**config.mk**
```make
export PLATFORM = sky130hd
export DESIGN_NAME = slot_bus_seq
export DESIGN_NICKNAME = d
export VERILOG_FILES = /design/src/rtl/slot_bus_seq.sv
export SDC_FILE = /design/constraint.sdc
export NUM_CORES = 1
export LEC_CHECK = 0
export BUFFER_PORTS_ARGS = -buffer_cell sky130_fd_sc_hd__buf_4
export CORE_AREA = 2 2 628 630
export DETAILED_ROUTE_END_ITERATION = 7
export DIE_AREA = 0 0 630 632
export GPL_ROUTABILITY_DRIVEN = 0
export SYNTH_ARGS = -nofsm -noshare
export SYNTH_HDL_FRONTEND = slang
export SYNTH_SLANG_ARGS = --single-unit
```
**constraint.sdc**
```tcl
create_clock -name clk -period 4.8 [get_ports clk]
set_clock_uncertainty 0.2 [all_clocks]
set_input_delay 0.48 -clock clk [delete_from_list [all_inputs] [get_ports clk]]
set_output_delay 0.48 -clock clk [all_outputs]
set_load 0.02 [all_outputs]
```
**src/rtl/slot_bus_seq.sv**
```systemverilog
`timescale 1ns/1ps
module slot_bus_seq #(
  parameter int NSLOT   = 16,
  parameter int SLOT_ID = 0,
  parameter int AW      = 40,
  parameter int CW      = 8,
  parameter int TAGW    = 3,
  parameter int DW      = 256
) (
  input  logic                     clk,
  input  logic                     rst_n,
  input  logic                     want_data,
  input  logic                     want_addr,
  input  logic                     want_urgent,
  input  logic [AW-1:0]            req_addr,
  input  logic [CW-1:0]            req_cmd,
  input  logic [TAGW-1:0]          rsp_tag,
  input  logic [4*DW-1:0]          blk_data,
  input  logic                     fb_present,
  input  logic [3*NSLOT-1:0]       lines_in,
  output logic [3*NSLOT-1:0]       lines_out,
  output logic [3*NSLOT-1:0]       lines_oe,
  output logic [AW-1:0]            addr_out,
  output logic [CW-1:0]            cmd_out,
  output logic                     addr_oe,
  output logic [TAGW-1:0]          tag_out,
  output logic                     tag_oe,
  output logic [DW-1:0]            data_out,
  output logic                     data_oe,
  output logic                     xfer_act,
  output logic [1:0]               beat_idx,
  output logic [2:0]               phase,
  output logic                     awin_vld,
  output logic [((NSLOT>1)?$clog2(NSLOT):1)-1:0] awin_id,
  output logic                     dwin_vld,
  output logic [((NSLOT>1)?$clog2(NSLOT):1)-1:0] dwin_id,
  output logic [3*NSLOT-1:0]       ack_vec
);
  localparam int IW = (NSLOT > 1) ? $clog2(NSLOT) : 1;
  localparam int LW = 3 * NSLOT;
  localparam logic [IW-1:0] ME = IW'(SLOT_ID);
  localparam logic [LW-1:0] BIT_D = LW'(1) << SLOT_ID;
  localparam logic [LW-1:0] BIT_A = LW'(1) << (NSLOT + SLOT_ID);
  localparam logic [LW-1:0] BIT_U = LW'(1) << (2 * NSLOT + SLOT_ID);

  typedef enum logic [2:0] {
    PH_ARB = 3'd0, PH_RES = 3'd1, PH_ADR = 3'd2,
    PH_DEC = 3'd3, PH_ACK = 3'd4, PH_IDL = 3'd5
  } ph_t;

  ph_t st;
  logic [LW-1:0] snap;
  logic [IW-1:0] ptr_a, ptr_d;
  logic          mine;

  function automatic logic [IW:0] rr_pick(input logic [NSLOT-1:0] m, input logic [IW-1:0] last);
    logic [IW:0] r;
    r = '0;
    for (int i = NSLOT; i >= 1; i--) begin
      int k;
      k = (int'(last) + i) % NSLOT;
      if (m[k]) r = {1'b1, k[IW-1:0]};
    end
    return r;
  endfunction

  wire [NSLOT-1:0] f_dat = snap[NSLOT-1:0];
  wire [NSLOT-1:0] f_adr = snap[2*NSLOT-1:NSLOT];
  wire [NSLOT-1:0] f_urg = snap[3*NSLOT-1:2*NSLOT];
  wire [NSLOT-1:0] m_adr = (|(f_adr & f_urg)) ? (f_adr & f_urg) : f_adr;
  wire [NSLOT-1:0] m_dat = (|(f_dat & f_urg)) ? (f_dat & f_urg) : f_dat;
  wire [IW:0]      pk_a  = rr_pick(m_adr, ptr_a);
  wire [IW:0]      pk_d  = rr_pick(m_dat, ptr_d);

  always_ff @(posedge clk) begin
    if (!rst_n) begin
      st       <= PH_ARB;
      snap     <= '0;
      ptr_a    <= IW'(NSLOT - 1);
      ptr_d    <= IW'(NSLOT - 1);
      awin_vld <= 1'b0;
      awin_id  <= '0;
      dwin_vld <= 1'b0;
      dwin_id  <= '0;
      xfer_act <= 1'b0;
      beat_idx <= '0;
      mine     <= 1'b0;
      ack_vec  <= '0;
    end else begin
      if (xfer_act) begin
        if (beat_idx == 2'd3) xfer_act <= 1'b0;
        else beat_idx <= beat_idx + 2'd1;
      end
      case (st)
        PH_ARB: begin
          snap <= lines_in;
          st   <= (|lines_in || xfer_act) ? PH_RES : PH_IDL;
        end
        PH_RES: begin
          st       <= PH_ADR;
          awin_vld <= pk_a[IW];
          dwin_vld <= pk_d[IW];
          if (pk_a[IW]) begin awin_id <= pk_a[IW-1:0]; ptr_a <= pk_a[IW-1:0]; end
          if (pk_d[IW]) begin dwin_id <= pk_d[IW-1:0]; ptr_d <= pk_d[IW-1:0]; end
        end
        PH_ADR: st <= PH_DEC;
        PH_DEC: begin
          st <= PH_ACK;
          if (dwin_vld) begin
            xfer_act <= 1'b1;
            beat_idx <= '0;
            mine     <= (dwin_id == ME);
          end
        end
        PH_ACK: begin
          ack_vec <= lines_in;
          st      <= PH_ARB;
        end
        default: st <= PH_ARB;
      endcase
    end
  end

  assign phase     = st;
  assign lines_oe  = (st == PH_ARB) ? (BIT_D | BIT_A | BIT_U) :
                     (st == PH_ACK) ? BIT_D : '0;
  assign lines_out = (st == PH_ARB) ? (({LW{want_data}} & BIT_D) | ({LW{want_addr}} & BIT_A) |
                                       ({LW{want_urgent}} & BIT_U)) :
                     (st == PH_ACK) ? ({LW{fb_present}} & BIT_D) : '0;
  assign addr_oe   = (st == PH_ADR) && awin_vld && (awin_id == ME);
  assign addr_out  = addr_oe ? req_addr : '0;
  assign cmd_out   = addr_oe ? req_cmd : '0;
  assign tag_oe    = (st == PH_ADR) && dwin_vld && (dwin_id == ME);
  assign tag_out   = tag_oe ? rsp_tag : '0;
  assign data_oe   = xfer_act && mine;
  assign data_out  = data_oe ? blk_data[int'(beat_idx)*DW +: DW] : '0;

  assert_phase_order_R1: assert property (@(posedge clk) disable iff (!rst_n)
    (st == PH_RES) |=> (st == PH_ADR));
  assert_ack_wraps_R1: assert property (@(posedge clk) disable iff (!rst_n)
    (st == PH_ACK) |=> (st == PH_ARB));
  assert_idle_return_R2: assert property (@(posedge clk) disable iff (!rst_n)
    (st == PH_IDL) |=> (st == PH_ARB));
  assert_urgent_first_R4: assert property (@(posedge clk) disable iff (!rst_n)
    (st == PH_ADR && awin_vld && |(f_adr & f_urg)) |-> f_urg[awin_id]);
  assert_addr_drive_R6: assert property (@(posedge clk) disable iff (!rst_n)
    (addr_oe || tag_oe) |-> (st == PH_ADR));
  assert_dec_quiet_R7: assert property (@(posedge clk) disable iff (!rst_n)
    (st == PH_DEC) |-> (lines_oe == '0 && !addr_oe && !tag_oe));
  assert_beat_start_R9: assert property (@(posedge clk) disable iff (!rst_n)
    $rose(xfer_act) |-> (st == PH_ACK && beat_idx == 2'd0));
endmodule

```
; ---- Word-level counts from Yosys, hierarchy flattened
; Index checks and enable logic that the tools add are counted.
[classes]
addsub = 33
n_lt_le_gt_ge = 32
n_eq_ne = 5
shift = 1
n_mux = 148
bitwise = 36
reduce_logical = 47
[op_table]
columns = cell, count
row1 = 1024-bit by 11-bit indexed part select with 256-bit output, 1
row2 = 256-bit 2-to-1 mux, 1
row3 = 5-bit by 6-bit less-than comparator with 1-bit output (second input constant), 32
row4 = 5-bit 2-to-1 mux, 32
row5 = 1-bit binary-select mux with 4-bit select, 32
row6 = 4-bit OR reduction, 32
row7 = 1-bit 2-to-1 mux, 70
row8 = 33-bit 2-to-1 mux, 2
row9 = 4-bit adder (second input constant), 16
row10 = 48-bit OR reduction, 1
row11 = 40-bit 2-to-1 mux, 1
row12 = 17-bit by 33-bit OR with 33-bit output, 1
row13 = 4-bit by 3-bit adder with 4-bit output (second input constant), 8
row14 = 1-bit bitwise AND (first input constant), 32
row15 = 16-bit bitwise AND, 2
row16 = 16-bit 2-to-1 mux, 2
row17 = 16-bit OR reduction, 2
row18 = 1-bit by 17-bit OR with 17-bit output, 1
row19 = 4-bit by 1-bit adder with 4-bit output (second input constant), 4
row20 = 4-bit by 2-bit adder with 4-bit output (second input constant), 4
row21 = 3-bit case mux with 4 select lines, 1
row22 = 4-bit zero test, 2
row23 = 2-bit 2-to-1 mux, 4
row24 = 8-bit 2-to-1 mux, 1
row25 = 10 further kinds, 18
[word_totals]
regBits = 121
out_inout_bits = 470
elab_cells = 314

; ---- Longest topological paths before layout
[logic_depth]
word_depth = 23
depth_mapped = 19

; ---- Least setup slack after synthesis
; OpenSTA, ideal clock, no wires.
[synth_path]
path_type = reg-to-reg
start = reg ptr_a[0]
end = reg awin_id[1] (netlist bit)
setup_time_ps = 60
arrival_ps = 4280
t_required_ps = 4540
path_slack_ps = 260
path_stages_with_launch = 16
period_less_slack_ps = 4540
path_cell_list = dfxtp_1 > clkbuf_1 > inv_2 > buf_2 > clkbuf_1 > ha_1 > clkbuf_1 > inv_1 > clkbuf_1 > mux4_2 > mux4_2 > a21oi_1 > a211oi_1 > or4b_1 > a31oi_2 > o221a_1
[synth_via]
elab_chain_len = 21
elab_cells_between_ends = 81
[synth_lines]
columns = element, line
row1 = "start, declared", 53  ; logic [IW-1:0] ptr_a, ptr_d;
row2 = "start signal, assigned", 79  ; ptr_a <= IW'(NSLOT - 1);
row3 = "start signal, assigned", 103  ; if (pk_a[IW]) begin awin_id <= pk_a[IW-1:0]; ptr_a <= pk_a[IW-1:0]; end
row4 = 4-bit by 1-bit adder with 4-bit output, 61  ; k = (int'(last) + i) % NSLOT;
row5 = 1-bit binary-select mux with 4-bit select, 62  ; if (m[k]) r = {1'b1, k[IW-1:0]};
row6 = 1-bit 2-to-1 mux (implied by the code) (2 in series), 62
row7 = 5-bit 2-to-1 mux (15 in series), 62
row8 = 5-bit 2-to-1 mux *, 62
row9 = 2-bit AND reduction (no source line), --
row10 = "end signal, assigned", 103
row11 = "end, declared", 34  ; output logic [((NSLOT>1)?$clog2(NSLOT):1)-1:0] awin_id,
; Mark *: on every way between the ends. The rest lies on a longest branch, timed or not. The select of a mux whose other input is x is not followed.
; A chain may end at the register's enable or synchronous reset.

; ---- Worst setup path after layout
[layout_path]
start = reg snap[33]
end = reg dwin_id[1] (netlist bit)
[layout_via]
elab_chain_len = 23
elab_cells_between_ends = 68
[layout_lines]
columns = element, line
row1 = "start, declared", 52  ; logic [LW-1:0] snap;
row2 = "start signal, assigned", 96  ; snap <= lines_in;
row3 = 16-bit bitwise AND *, 71  ; wire [NSLOT-1:0] m_dat = (|(f_dat & f_urg)) ? (f_dat & f_urg) : f_dat;
row4 = 16-bit OR reduction, 71
row5 = 16-bit 2-to-1 mux *, 71
row6 = 1-bit binary-select mux with 4-bit select, 62
row7 = 1-bit 2-to-1 mux (implied by the code) (2 in series), 62
row8 = 5-bit 2-to-1 mux (15 in series), 62
row9 = 5-bit 2-to-1 mux *, 62
row10 = 2-bit AND reduction (no source line), --
row11 = "end signal, assigned", 104  ; if (pk_d[IW]) begin dwin_id <= pk_d[IW-1:0]; ptr_d <= pk_d[IW-1:0]; end
row12 = "end, declared", 36  ; output logic [((NSLOT>1)?$clog2(NSLOT):1)-1:0] dwin_id,
; Marked as above.

==> flow_metrics.env <==
export IMPL_cp_num_buf_inv=3
export IMPL_hpwlAfterDp_um=323000
export IMPL_cp_num_cells=13
export IMPL_timing_final_setup_violations=0
export IMPL_dpl_worst_slack_ns=0.229
export IMPL_synth_commonest_cells="316 x and2_1, 315 x mux4_2, 275 x nand2_1"
export IMPL_start_kind="flip-flop"
export IMPL_start_util_pct=4.94
export IMPL_crit_type="reg2reg"
export IMPL_viasPerCell=3.19
export IMPL_peakVddDrop_mv=0.482
export IMPL_worst_endpoint_arrival_ns=4.65
export IMPL_root_buffer="clkbuf_16"
export IMPL_grt_antenna_before_repair=476
export IMPL_die_w_um=630
export IMPL_slowest_delay_ns=0.60
export IMPL_rsz0062_at_grt="false"
export IMPL_path_max_fanout=16
export IMPL_yosysWarnings=0
export IMPL_cts_buffers=17
export IMPL_cp_cell_sequence="a22o_1 -> a221oi_1 -> and4_4 -> buf_4 -> o21ai_0 -> mux4_2 -> mux4_2 -> clkinv_1 -> nor4_1 -> nand4b_1 -> nand2_1 -> buf_4 -> o41ai_1"
export IMPL_synth_flop_cell="dfxtp_1"
export IMPL_port_buffers=1508
export IMPL_cp_required_ns=4.96
export IMPL_grtUsageTotal_pct=16.7
export IMPL_netlist_area_leader_share_pct=36.7
export IMPL_final_setup_worst_slack_ns=0.307
export IMPL_finalHoldViolations=0
export IMPL_synth_area_top_cells="mux4_2 37%, dfxtp_1 13%, and2_1 10%"
export IMPL_vias=28400
export IMPL_htree_levels=4
export IMPL_r2r_cells=13
export IMPL_place_area_um2=37300
export IMPL_post_cts_buffers=0
export IMPL_run_status="complete, but fails checks"
export IMPL_die_height_um=632
export IMPL_avgSynthCellArea_um2=9.16
export IMPL_grt_pass1_wl_um=401000
export IMPL_drive_gt1_share_pct=56.8
export IMPL_cts_buffer_depth=2
export IMPL_core_um2=391000
export IMPL_worst_pin_slew_ns=1.09
export IMPL_fin_area_um2=38100
export IMPL_layout_nets=4722
export IMPL_critPathCaptureType="flip-flop"
export IMPL_cts_hold_buf=0
export IMPL_ant_nets=0
export IMPL_postSynthCellCount=2111
export IMPL_holdWs_ns=0.0813
export IMPL_synth_edf_count=0
export IMPL_crit_path_top_delay_cell="mux4_2"
export IMPL_cts_tree="built"
export IMPL_synthToLayoutAreaGrowth_pct=97.4
export IMPL_drtPass1Iterations=8
export IMPL_p_per_area_nw_per_um2=303
export IMPL_overflow=0
export IMPL_hold_class="in2reg"
export IMPL_yosysTopAreaCell="mux4_2"
export IMPL_fin_crit_ns=4.49
export IMPL_relSlewSlack_pct=26.6
export IMPL_wirelength_um=349000
export IMPL_placementRows=230
export IMPL_clock_sinks=121
export IMPL_path_delay_family="multiplexers"
export IMPL_ys_types=86
export IMPL_post_cts_resized=0
export IMPL_fin_tns_setup_ns=0
export IMPL_grt_pass1_vias=24900
export IMPL_ys_seq_area_share_pct=12.5
export IMPL_clock_latency_ns=0.48
export IMPL_grt_max_degree=83
export IMPL_pin_count=1599
export IMPL_ys_seq_elements=121
export IMPL_syn_area_um2=19300
export IMPL_maxCapViolCount=0
export IMPL_fin_crit_sh_pct=93.6
export IMPL_hold_path_depth=3
export IMPL_ys_async_sr_fraction_pct=0
export IMPL_yosysMostFrequentCell="and2_1"
export IMPL_post_route_util_pct=9.75
export IMPL_violations="DRC"
export IMPL_total_leakage_power_uw=0.0145
export IMPL_max_freq_mhz=223
export IMPL_dieArea_um2=398000
export IMPL_clkTransAtPathRegs_ns=0.08
export IMPL_slew_violations=0
export IMPL_drc_errors=19
export IMPL_wire_per_inst_um=39.2
export IMPL_drt_iter0_drc=3154
-- power by group --
group	switching, uW	internal [uW]	leakage [uW]
Sequential	151	1110	0.000990
Combinational	5020	3860	0.0132
Clock	669	744	0.000289
Total	5840	5710	0.0145
-- layout make-up --
cell class	instances	area [um2]
flip-flops and latches	121	2430
diodes	106	265
well taps	5220	6530
clock buffers	17	425
fillers	45500	353000
clock inverters	15	170
multi-input cells	1758	15600
repair buffers	1656	12600
inverters	25	93.8
-- metal layers --
metal | vias up | global-route usage (%) | share of wire, %
met1 | 13300 | 15.1 | 30
li1 | 11000 | - | -
met5 | - | 0.906 | 0.48
met2 | 2859 | 30.7 | 52
met3 | 1144 | 9.22 | 13
met4 | 166 | 6.39 | 4.7
-- worst min-delay path, delay by kind of cell --
family	cells	cell delay (ns)
AO/OA/AOI/OAI	1	0.05
buffers and inverters	1	0.12
AND/OR/NAND/NOR	1	0.05
-- flip-flops by register name, summed over array words and instances (netlist names) --
name,flops
mine,1
awin_id,4
phase,3
ptr_a,4
snap,48
beat_idx,2
ptr_d,4
dwin_id,4
xfer_act,1
awin_vld,1
ack_vec,48
dwin_vld,1
-- cells by family (layout without fill, tap and decap cells) --
group	count (synthesis)	in the layout	share of synthesized area, %
XOR/XNOR	28	28	1.27
multiplexers	371	371	39.7
AO/OA/AOI/OAI	451	451	15.6
adder cells (fa/ha/maj)	14	14	0.906
other	1	196	0.0194
buffers and inverters	321	1713	8.58
flip-flops	121	121	12.5
AND/OR/NAND/NOR	804	804	21.4
-- through the flow --
step                power (uW)  std cells
floorplan                 6670       2200
global placement          9900       8780
detailed placement        9890       8780
CTS                      11400       8812
global route             12200       8885
finish                   11600       8918
-- layout by cell type, fill, tap and decap left out, types with 18 or more instances in the layout --
cell,netlist,final
a21oi_1,148,148
and2_1,316,316
buf_4,93,1640
conb_1,1,90
dfxtp_1,121,119
diode_2,0,106
mux2i_1,44,44
mux4_2,315,315
nand2_1,275,275
nand3_1,27,27
nor2_1,75,75
nor3_1,22,22
nor4_1,19,18
o211ai_1,36,36
o21a_1,31,31
o21ai_0,44,44
o21ai_1,18,18
xnor2_1,21,21
-- path summary, 6_finish.rpt --
path         slack (ns)                startpoint                        to
max                0.31     snap[33]$_SDFFE_PN0P_   dwin_id[1]$_SDFFE_PN0P_
min                0.08              lines_in[20]  ack_vec[20]$_SDFFE_PN0N_
max reg2reg        0.31     snap[33]$_SDFFE_PN0P_   dwin_id[1]$_SDFFE_PN0P_
min reg2reg        0.26  ack_vec[22]$_SDFFE_PN0N_  ack_vec[22]$_SDFFE_PN0N_
No activity file was read; power rests on OpenSTA's default activity.
